<file path="src/rtl/psw_sw_pkg.sv">
package psw_sw_pkg;

    localparam int PSW_W        = 32;
    localparam int PSW_WAIT_BIT = 19;
    localparam int PSW_MASK_LSB = 20;
    localparam int PSW_MASK_W   = 8;

    typedef enum logic [1:0] {
        CK_INTR = 2'b00,
        CK_TRAP = 2'b01,
        CK_SVC  = 2'b10,
        CK_RSVD = 2'b11
    } cause_kind_e;

    typedef enum logic [1:0] {
        S_IDLE   = 2'b00,
        S_STORE  = 2'b01,
        S_LOAD   = 2'b10,
        S_COMMIT = 2'b11
    } sw_state_e;

endpackage

</file>
<file path="src/rtl/psw_cause_gate.sv">
module psw_cause_gate
    import psw_sw_pkg::*;
#(
    parameter int LEVELS = 8,
    parameter int LVL_W  = (LEVELS > 1) ? $clog2(LEVELS) : 1
) (
    input  logic              cause_valid,
    input  logic [1:0]        cause_kind,
    input  logic [LVL_W-1:0]  cause_level,
    input  logic              at_boundary,
    input  logic              waiting,
    input  logic [LEVELS-1:0] level_mask,
    input  logic              idle,
    output logic              accept
);

    logic [LEVELS-1:0] lvl_hit;
    logic              level_enabled;
    logic              kind_ok;
    cause_kind_e       kind_e;

    // one-hot decode of the level so the mask lookup is a plain AND-OR
    for (genvar g = 0; g < LEVELS; g++) begin : g_hit
        assign lvl_hit[g] = (cause_level == LVL_W'(g));
    end

    assign level_enabled = |(lvl_hit & level_mask);
    assign kind_e        = cause_kind_e'(cause_kind);

    always_comb begin
        kind_ok = 1'b0;
        unique case (kind_e)
            CK_INTR: kind_ok = level_enabled && (at_boundary || waiting);
            CK_TRAP: kind_ok = !waiting;
            CK_SVC:  kind_ok = !waiting;
            CK_RSVD: kind_ok = 1'b0;
        endcase
    end

    assign accept = cause_valid && idle && kind_ok;

endmodule

</file>
<file path="src/rtl/psw_slot_addr.sv">
module psw_slot_addr #(
    parameter int          AW        = 16,
    parameter int          LVL_W     = 3,
    parameter logic [AW-1:0] SLOT_BASE = 16'h0100
) (
    input  logic [LVL_W-1:0] level,
    output logic [AW-1:0]    save_addr,
    output logic [AW-1:0]    load_addr
);

    logic [AW-1:0] pair_off;

    assign pair_off  = AW'(level) << 1;
    assign save_addr = SLOT_BASE + pair_off;
    assign load_addr = SLOT_BASE + (pair_off | AW'(1));

endmodule

</file>
<file path="src/rtl/psw_sw_fsm.sv">
module psw_sw_fsm
    import psw_sw_pkg::*;
(
    input  logic      clk,
    input  logic      rst_n,
    input  logic      accept,
    input  logic      mem_ready,
    output sw_state_e state,
    output logic      busy,
    output logic      done,
    output logic      mem_req,
    output logic      mem_we,
    output logic      capture,
    output logic      commit
);

    sw_state_e state_q, state_d;

    always_ff @(posedge clk or negedge rst_n) begin
        if (!rst_n) state_q <= S_IDLE;
        else        state_q <= state_d;
    end

    always_comb begin
        state_d = state_q;
        unique case (state_q)
            S_IDLE:   if (accept)    state_d = S_STORE;
            S_STORE:  if (mem_ready) state_d = S_LOAD;
            S_LOAD:   if (mem_ready) state_d = S_COMMIT;
            S_COMMIT: state_d = S_IDLE;
        endcase
    end

    always_comb begin
        busy    = 1'b0;
        done    = 1'b0;
        mem_req = 1'b0;
        mem_we  = 1'b0;
        capture = 1'b0;
        commit  = 1'b0;
        unique case (state_q)
            S_IDLE: ;
            S_STORE: begin
                busy    = 1'b1;
                mem_req = 1'b1;
                mem_we  = 1'b1;
            end
            S_LOAD: begin
                busy    = 1'b1;
                mem_req = 1'b1;
                capture = mem_ready;
            end
            S_COMMIT: begin
                busy   = 1'b1;
                done   = 1'b1;
                commit = 1'b1;
            end
        endcase
    end

    assign state = state_q;

    // an acknowledged store is always followed by the load
    p_store_to_load_r5: assert property (@(posedge clk) disable iff (!rst_n)
        (state_q == S_STORE && mem_ready) |=> (state_q == S_LOAD));

    // an acknowledged load is followed by commit, which lasts one cycle
    p_load_to_commit_r8: assert property (@(posedge clk) disable iff (!rst_n)
        (state_q == S_LOAD && mem_ready) |=> (state_q == S_COMMIT));

    p_commit_once_r8: assert property (@(posedge clk) disable iff (!rst_n)
        (state_q == S_COMMIT) |=> (state_q == S_IDLE));

    // no memory traffic from the idle state
    p_idle_quiet_r1: assert property (@(posedge clk) disable iff (!rst_n)
        (state_q == S_IDLE) |-> !mem_req);

endmodule

</file>
<file path="src/rtl/psw_switch_seq.sv">
module psw_switch_seq
    import psw_sw_pkg::*;
#(
    parameter int            LEVELS    = 8,
    parameter int            AW        = 16,
    parameter logic [AW-1:0] SLOT_BASE = 16'h0100,
    parameter logic [31:0]   RESET_PSW = 32'h0004_0000,
    localparam int           LVL_W     = (LEVELS > 1) ? $clog2(LEVELS) : 1
) (
    input  logic             clk,
    input  logic             rst_n,
    input  logic             cause_valid,
    input  logic [1:0]       cause_kind,
    input  logic [LVL_W-1:0] cause_level,
    input  logic             at_boundary,
    input  logic             psw_wr_en,
    input  logic [31:0]      psw_wr_data,
    output logic [31:0]      psw_q,
    output logic             busy,
    output logic             done,
    output logic             mem_req,
    output logic             mem_we,
    output logic [AW-1:0]    mem_addr,
    output logic [31:0]      mem_wdata,
    input  logic [31:0]      mem_rdata,
    input  logic             mem_ready
);

    sw_state_e         state;
    logic              accept;
    logic              capture;
    logic              commit;
    logic [LVL_W-1:0]  level_q;
    logic [31:0]       load_buf;
    logic [AW-1:0]     save_addr;
    logic [AW-1:0]     load_addr;
    logic [LEVELS-1:0] level_mask;

    assign level_mask = psw_q[PSW_MASK_LSB +: LEVELS];

    psw_cause_gate #(.LEVELS(LEVELS), .LVL_W(LVL_W)) u_gate (
        .cause_valid (cause_valid),
        .cause_kind  (cause_kind),
        .cause_level (cause_level),
        .at_boundary (at_boundary),
        .waiting     (psw_q[PSW_WAIT_BIT]),
        .level_mask  (level_mask),
        .idle        (state == S_IDLE),
        .accept      (accept)
    );

    psw_sw_fsm u_fsm (
        .clk       (clk),
        .rst_n     (rst_n),
        .accept    (accept),
        .mem_ready (mem_ready),
        .state     (state),
        .busy      (busy),
        .done      (done),
        .mem_req   (mem_req),
        .mem_we    (mem_we),
        .capture   (capture),
        .commit    (commit)
    );

    psw_slot_addr #(.AW(AW), .LVL_W(LVL_W), .SLOT_BASE(SLOT_BASE)) u_addr (
        .level     (level_q),
        .save_addr (save_addr),
        .load_addr (load_addr)
    );

    always_ff @(posedge clk or negedge rst_n) begin
        if (!rst_n)      level_q <= '0;
        else if (accept) level_q <= cause_level;
    end

    always_ff @(posedge clk or negedge rst_n) begin
        if (!rst_n)       load_buf <= '0;
        else if (capture) load_buf <= mem_rdata;
    end

    // the core's write port is frozen once a switch is accepted
    always_ff @(posedge clk or negedge rst_n) begin
        if (!rst_n)                             psw_q <= RESET_PSW;
        else if (commit)                        psw_q <= load_buf;
        else if (psw_wr_en && !busy && !accept) psw_q <= psw_wr_data;
    end

    assign mem_addr  = mem_we ? save_addr : load_addr;
    assign mem_wdata = psw_q;

    // an outstanding access holds still until acknowledged
    p_req_hold_r6: assert property (@(posedge clk) disable iff (!rst_n)
        (mem_req && !mem_ready) |=> (mem_req && $stable(mem_we)
                                     && $stable(mem_addr) && $stable(mem_wdata)));

    // the status word cannot move before commit
    p_psw_frozen_r7: assert property (@(posedge clk) disable iff (!rst_n)
        (busy && !done) |=> $stable(psw_q));

    // done is a single-cycle pulse
    p_done_pulse_r8: assert property (@(posedge clk) disable iff (!rst_n)
        done |=> !done);

    // a trap outside the waiting state always starts a sequence
    p_trap_taken_r3: assert property (@(posedge clk) disable iff (!rst_n)
        (!busy && cause_valid && cause_kind == 2'b01 && !psw_q[PSW_WAIT_BIT]) |=> busy);

    // a masked interrupt never starts a sequence
    p_mask_block_r2: assert property (@(posedge clk) disable iff (!rst_n)
        (!busy && cause_valid && cause_kind == 2'b00
         && !level_mask[cause_level]) |=> !busy);

endmodule

</file>
<file path="config.mk">
export PLATFORM = sky130hd
export DESIGN_NAME = psw_switch_seq
export DESIGN_NICKNAME = d
export VERILOG_FILES = /design/src/rtl/psw_sw_pkg.sv /design/src/rtl/psw_cause_gate.sv /design/src/rtl/psw_slot_addr.sv /design/src/rtl/psw_sw_fsm.sv /design/src/rtl/psw_switch_seq.sv
export SDC_FILE = /design/constraint.sdc
export NUM_CORES = 1
export LEC_CHECK = 0
export BUFFER_PORTS_ARGS = -buffer_cell sky130_fd_sc_hd__buf_2
export CAP_MARGIN = 40
export CORE_MARGIN = 2
export CORE_UTILIZATION = 46
export DETAILED_ROUTE_END_ITERATION = 8
export PLACE_DENSITY = 0.79
export REMOVE_ABC_BUFFERS = 1
export SYNTH_ARGS = -nofsm -noshare
export SYNTH_HDL_FRONTEND = slang
export SYNTH_SLANG_ARGS = --single-unit
</file>
<file path="constraint.sdc">
create_clock -name clk -period 4.9 [get_ports clk]
set_clock_uncertainty 0.05 [all_clocks]
set_input_delay 0.245 -clock clk [delete_from_list [all_inputs] [get_ports clk]]
set_output_delay 0.245 -clock clk [all_outputs]
set_load 0.05 [all_outputs]
</file>
# Word level (Yosys, flattened, before mapping)
# Cells that the tools add are included.
# op_classes
bitwise_logic,1
eq_ne,16
addsub,2
mux,13
n_reduce_logical,18
# ops
cell,count
32-bit 2-to-1 mux,2
9-bit by 4-bit adder with 10-bit output (first input constant),2
16-bit 2-to-1 mux,1
3-bit equality test (second input constant),4
8-bit AND,1
2-bit equality test (second input constant),4
2-bit one-hot mux with 4 select lines,1
8-bit OR reduction,1
3-bit by 2-bit equality test with 1-bit output (second input constant),2
2-bit 2-to-1 mux,3
2-bit != test (second input constant),3
1-bit logical AND,5
1-bit 2-to-1 mux,5
2-bit by 1-bit equality test with 1-bit output (second input constant),2
2-bit logical NOT,2
2-bit OR reduction,2
3-bit by 1-bit equality test with 1-bit output (second input constant),1
1-bit logical NOT,3
3-bit logical NOT,1
1-bit one-hot mux with 3 select lines,1
3-bit AND reduction,1
3-bit OR reduction,1
2-bit nonzero test,1
1-bit logical OR,1
# totals
inputBits,75
word_cells,54
ff_bits,69
output_inout_bits,84

# Logic depth before layout (Yosys ltp)
# depth
word_depth,10
ltp_mapped,8
mapped_depth_nobuf,7

# Modules after synthesis
# Synthesis repeated with hierarchy kept, for this count alone.
# hier_totals
hier_cells,305
hier_area_um2,3793.6
# modules_own_cells
module,cells_per_inst,n_inst,area_each_um2,seq_area_each_um2
psw_switch_seq,241,1,3241.9,1677.9
psw_slot_addr,34,1,247.7,0.0
psw_sw_fsm,17,1,186.4,50.0
psw_cause_gate,13,1,117.6,0.0

# Least setup slack after synthesis
# OpenSTA, ideal clock, no wires.
# synth_timing
path_type,reg2reg
start,reg psw_q[23] (netlist: mem_wdata[23])
end,reg psw_q[24] (netlist: mem_wdata[24])
synth_period_minus_slack_ps,2137
path_buffers,1
path_stages_with_launch,7
setup_ps,124
setup_slack_ps,2763
t_arrival_ps,1962
t_required_ps,4726
path_cell_list,dfrtp_1 > mux4_2 > o22ai_2 > o21ai_2 > a211oi_4 > buf_6 > a21oi_1
# synth_between
elab_chain_len,8
# synth_rtl
element,line_no,text
"start, declared",psw_switch_seq.sv:18,"output logic [31:0] psw_q,"
"start signal, assigned",psw_switch_seq.sv:85,else if (commit) psw_q <= load_buf;
"start signal, assigned",psw_switch_seq.sv:86,else if (psw_wr_en && !busy && !accept) psw_q <= psw_wr_data;
8-bit AND,psw_cause_gate.sv:27,assign level_enabled = |(lvl_hit & level_mask);
8-bit OR reduction,psw_cause_gate.sv:27,
1-bit logical AND,psw_cause_gate.sv:33,CK_INTR: kind_ok = level_enabled && (at_boundary || waiting);
1-bit one-hot mux with 3 select lines,psw_cause_gate.sv:32,unique case (kind_e)
1-bit logical AND,psw_cause_gate.sv:40,assign accept = cause_valid && idle && kind_ok;
1-bit logical NOT,psw_switch_seq.sv:86,
1-bit logical AND,psw_switch_seq.sv:86,
2-bit nonzero test (no line),-,
# Every way passes these cells.
# A chain may end at the register's enable or synchronous reset.

# Worst setup path after layout
# layout_timing
start,reg u_fsm.state_q[0] (netlist: u_fsm.state[0])
end,reg psw_q[26] (netlist: mem_wdata[26])
# layout_between
elab_chain_len,7
elab_cells_between_ends,15
classes_between,3 x eq/ne; 3 x mux; 9 x reduce/logical
# layout_rtl
element,line_no,text
"start, declared",psw_sw_fsm.sv:17,"sw_state_e state_q, state_d;"
"start signal, assigned",psw_sw_fsm.sv:21,else state_q <= state_d;
2-bit equality test / 2-bit by 1-bit equality test with 1-bit output (equally long branches),psw_sw_fsm.sv:41,unique case (state_q)
3-bit OR reduction (no line),-,
1-bit 2-to-1 mux,psw_sw_fsm.sv:41,
1-bit logical NOT,psw_switch_seq.sv:86,
1-bit logical AND (2 in series),psw_switch_seq.sv:86,
2-bit nonzero test (no line),-,
# Several ways; a longest one is shown, not always the timed one.

==> results.json <==
{
  "status": "complete, no violations",
  "timing.rr.end": "mem_wdata[26]",
  "drt_iter0_drc": 55,
  "antennaDiodeCount": 0,
  "post_drt_wl_per_cell_um": 14.0,
  "grt_usage": 0.185,
  "fill_cells": 662,
  "final_hold_viol_count": 0,
  "clock_latency_ns": 0.32,
  "avgViaCountPerCell": 4.95,
  "drtAntennaViolNets": 0,
  "syn_to_final_growth_pct": 21.4,
  "dieWidth_um": 89.2,
  "setup_viol": 0,
  "post-route-period-util": 0.521,
  "cts_setup_buffers": 0,
  "drive_above_1_share": 0.498,
  "io_pins": 159,
  "r2r_cells": 7,
  "cts_tree": "built",
  "antenna_found_initial": 0,
  "syn-mean-instance-area_um2": 11.2,
  "synthDistinctLibCells": 29,
  "syn_area_mm2": 0.00334,
  "path_clk_slew_ns": 0.07,
  "clockRootBuffer": "clkbuf_8",
  "dieArea_mm2": 0.00795,
  "rsz0062_at_grt": "no",
  "wl_um": 7200,
  "cts_resized": 0,
  "tns_ns": 0,
  "start_util": 0.467,
  "port_buffers": 146,
  "cp.required_ns": 5.09,
  "cp.arrival_ns": 2.74,
  "ys_seq_area_frac": 0.518,
  "dr.pass1.iters": 4,
  "grt_max_degree": 70,
  "grt-ovfl-total": 0,
  "drv_cap": 0,
  "worstPathMaxFanout": 32,
  "post-dp-hpwl_um": 5090,
  "crit_type": "reg2reg",
  "fmax_mhz": 391,
  "slew_headroom": 0.425,
  "vias": 2549,
  "h-tree-depth": 3,
  "clk_path_buf_depth": 2,
  "drcViolationCount": 0,
  "synth-seq-cells": 69,
  "tightestPinTransition_ns": 0.863,
  "num_rows": 31,
  "startpoint_type": "flop",
  "synth-warning-count": 0,
  "min_path_type": "in2async",
  "core_mm2": 0.00714,
  "regArea_mm2": 0.00173,
  "grt_pass1_wl_um": 11400,
  "finalMaxSlewViolations": 0,
  "clock_sinks": 69,
  "fin_crit_ns": 2.55,
  "nets": 493,
  "place_congestion": 0.844,
  "r2r_slack_ns": 2.35,
  "r2r-start": "u_fsm.state[0]",
  "numCtsBuffers": 9,
  "multi_input_area_mm2": 0.00108,
  "cts_hold_buf": 0,
  "grt_pass1_vias": 2441,
  "die_h_um": 89.2,
  "cp-end-kind": "flop",
  "synthCells": 298
}
-- worst max-delay path by stage --
stage               endpoint  depth (start not counted)            from  slack (ns)
6_report       mem_wdata[26]                          7  u_fsm.state[0]        2.35
5_1_grt         mem_wdata[1]                          7  u_fsm.state[0]        2.14
4_1_cts        mem_wdata[26]                          7  u_fsm.state[0]        2.36
3_5_place_dp   mem_wdata[26]                          7  u_fsm.state[0]        2.39
3_3_place_gp   mem_wdata[29]                          6  u_fsm.state[0]        2.33
2_1_floorplan   mem_wdata[0]                          5   mem_wdata[23]        2.17
-- cells in the final DEF (no fill, tap or decap), drive strengths merged --
master,n
a211oi,1
a21oi,33
a41oi,1
and2,1
buf,150
bufinv,1
clkbuf,14
conb,12
dfrtp,68
dfstp,1
ha,6
inv,41
mux2,38
mux2i,1
mux4,1
nand2,4
nor2,2
nor2b,1
o211ai,1
o21ai,2
o221ai,1
o22ai,34
o41a,1
or2b,1
-- sequential cells by signal, indices dropped and copies added, names as in the netlist --
name         count
mem_wdata       32
load_buf        32
u_fsm.state      2
level_q          3
-- Yosys cell counts --
cell | number | area, um2
a211oi_4 | 1 | 20.0
a21oi_1 | 32 | 160
a21oi_2 | 1 | 8.76
a41oi_1 | 1 | 8.76
and2_1 | 1 | 6.26
buf_1 | 3 | 11.3
buf_2 | 3 | 15.0
buf_4 | 45 | 338
buf_6 | 3 | 33.8
clkbuf_1 | 3 | 11.3
conb_1 | 2 | 7.51
dfrtp_1 | 68 | 1700
dfstp_2 | 1 | 26.3
ha_1 | 6 | 75.1
inv_1 | 41 | 154
mux2_2 | 38 | 428
mux2i_1 | 1 | 10.0
mux4_2 | 1 | 22.5
nand2_1 | 4 | 15.0
nor2_1 | 2 | 7.51
nor2b_1 | 1 | 6.26
o211ai_1 | 1 | 7.51
o21ai_0 | 1 | 5.00
o21ai_2 | 1 | 8.76
o221ai_1 | 1 | 8.76
o22ai_1 | 33 | 206
o22ai_2 | 1 | 12.5
o41a_2 | 1 | 12.5
or2b_1 | 1 | 7.51
-- metrics by stage --
step	setup slack, ns	cell area [um2]	hold slack (ns)	util	std cells
2_1_floorplan	2.17	2960	-0.101	-	251
3_3_place_gp	2.33	3840	0.397	0.538	499
3_5_place_dp	2.39	3860	0.410	0.540	500
4_1_cts	2.36	4050	0.0531	0.567	515
5_1_grt	2.14	4050	0.0636	0.567	515
6_report	2.35	4050	0.0641	0.567	515
-- metal layers --
layer | share of wire | global-route usage | wire [um] | up-vias
li1 | - | - | - | 1182
met1 | 0.42 | 0.232 | 3040 | 1247
met2 | 0.50 | 0.312 | 3610 | 114
met3 | 0.070 | 0.0526 | 501 | 6
met4 | 0.0061 | 0.0570 | 44 | 0
met5 | 0 | 0 | 0 | -
-- worst max-delay path: stages (launching register included) --
cell and delay [ns]:
dfrtp_1 0.39, ha_1 0.30, inv_1 0.32, buf_8 0.27, a41oi_1 0.17, o41a_2 0.63, o22ai_1 0.16, a21oi_1 0.17
-- layout make-up --
class | instances | area share
Timing Repair Buffer | 150 | 0.190
Clock buffer | 14 | 0.0402
Clock inverter | 1 | 0.00742
Multi-Input combinational cell | 141 | 0.267
Inverter | 41 | 0.0380
Tap cell | 99 | 0.0306
Sequential cell | 69 | 0.427
-- cell families (layout without fill, tap and decap cells) --
| kind of cell | after synthesis | after routing | share of synthesized area |
|---|---|---|---|
| AOI/OAI and AO/OA | 74 | 74 | 0.138 |
| adders and majority gates | 6 | 6 | 0.0225 |
| buffers and inverters | 98 | 206 | 0.169 |
| other | 2 | 12 | 0.00225 |
| and+or+nand+nor | 9 | 9 | 0.0128 |
| muxes | 40 | 40 | 0.138 |
| DFF | 69 | 69 | 0.518 |
Power is not shown: default switching activity piles up to over one toggle a cycle in this logic, so the estimate is an artifact.
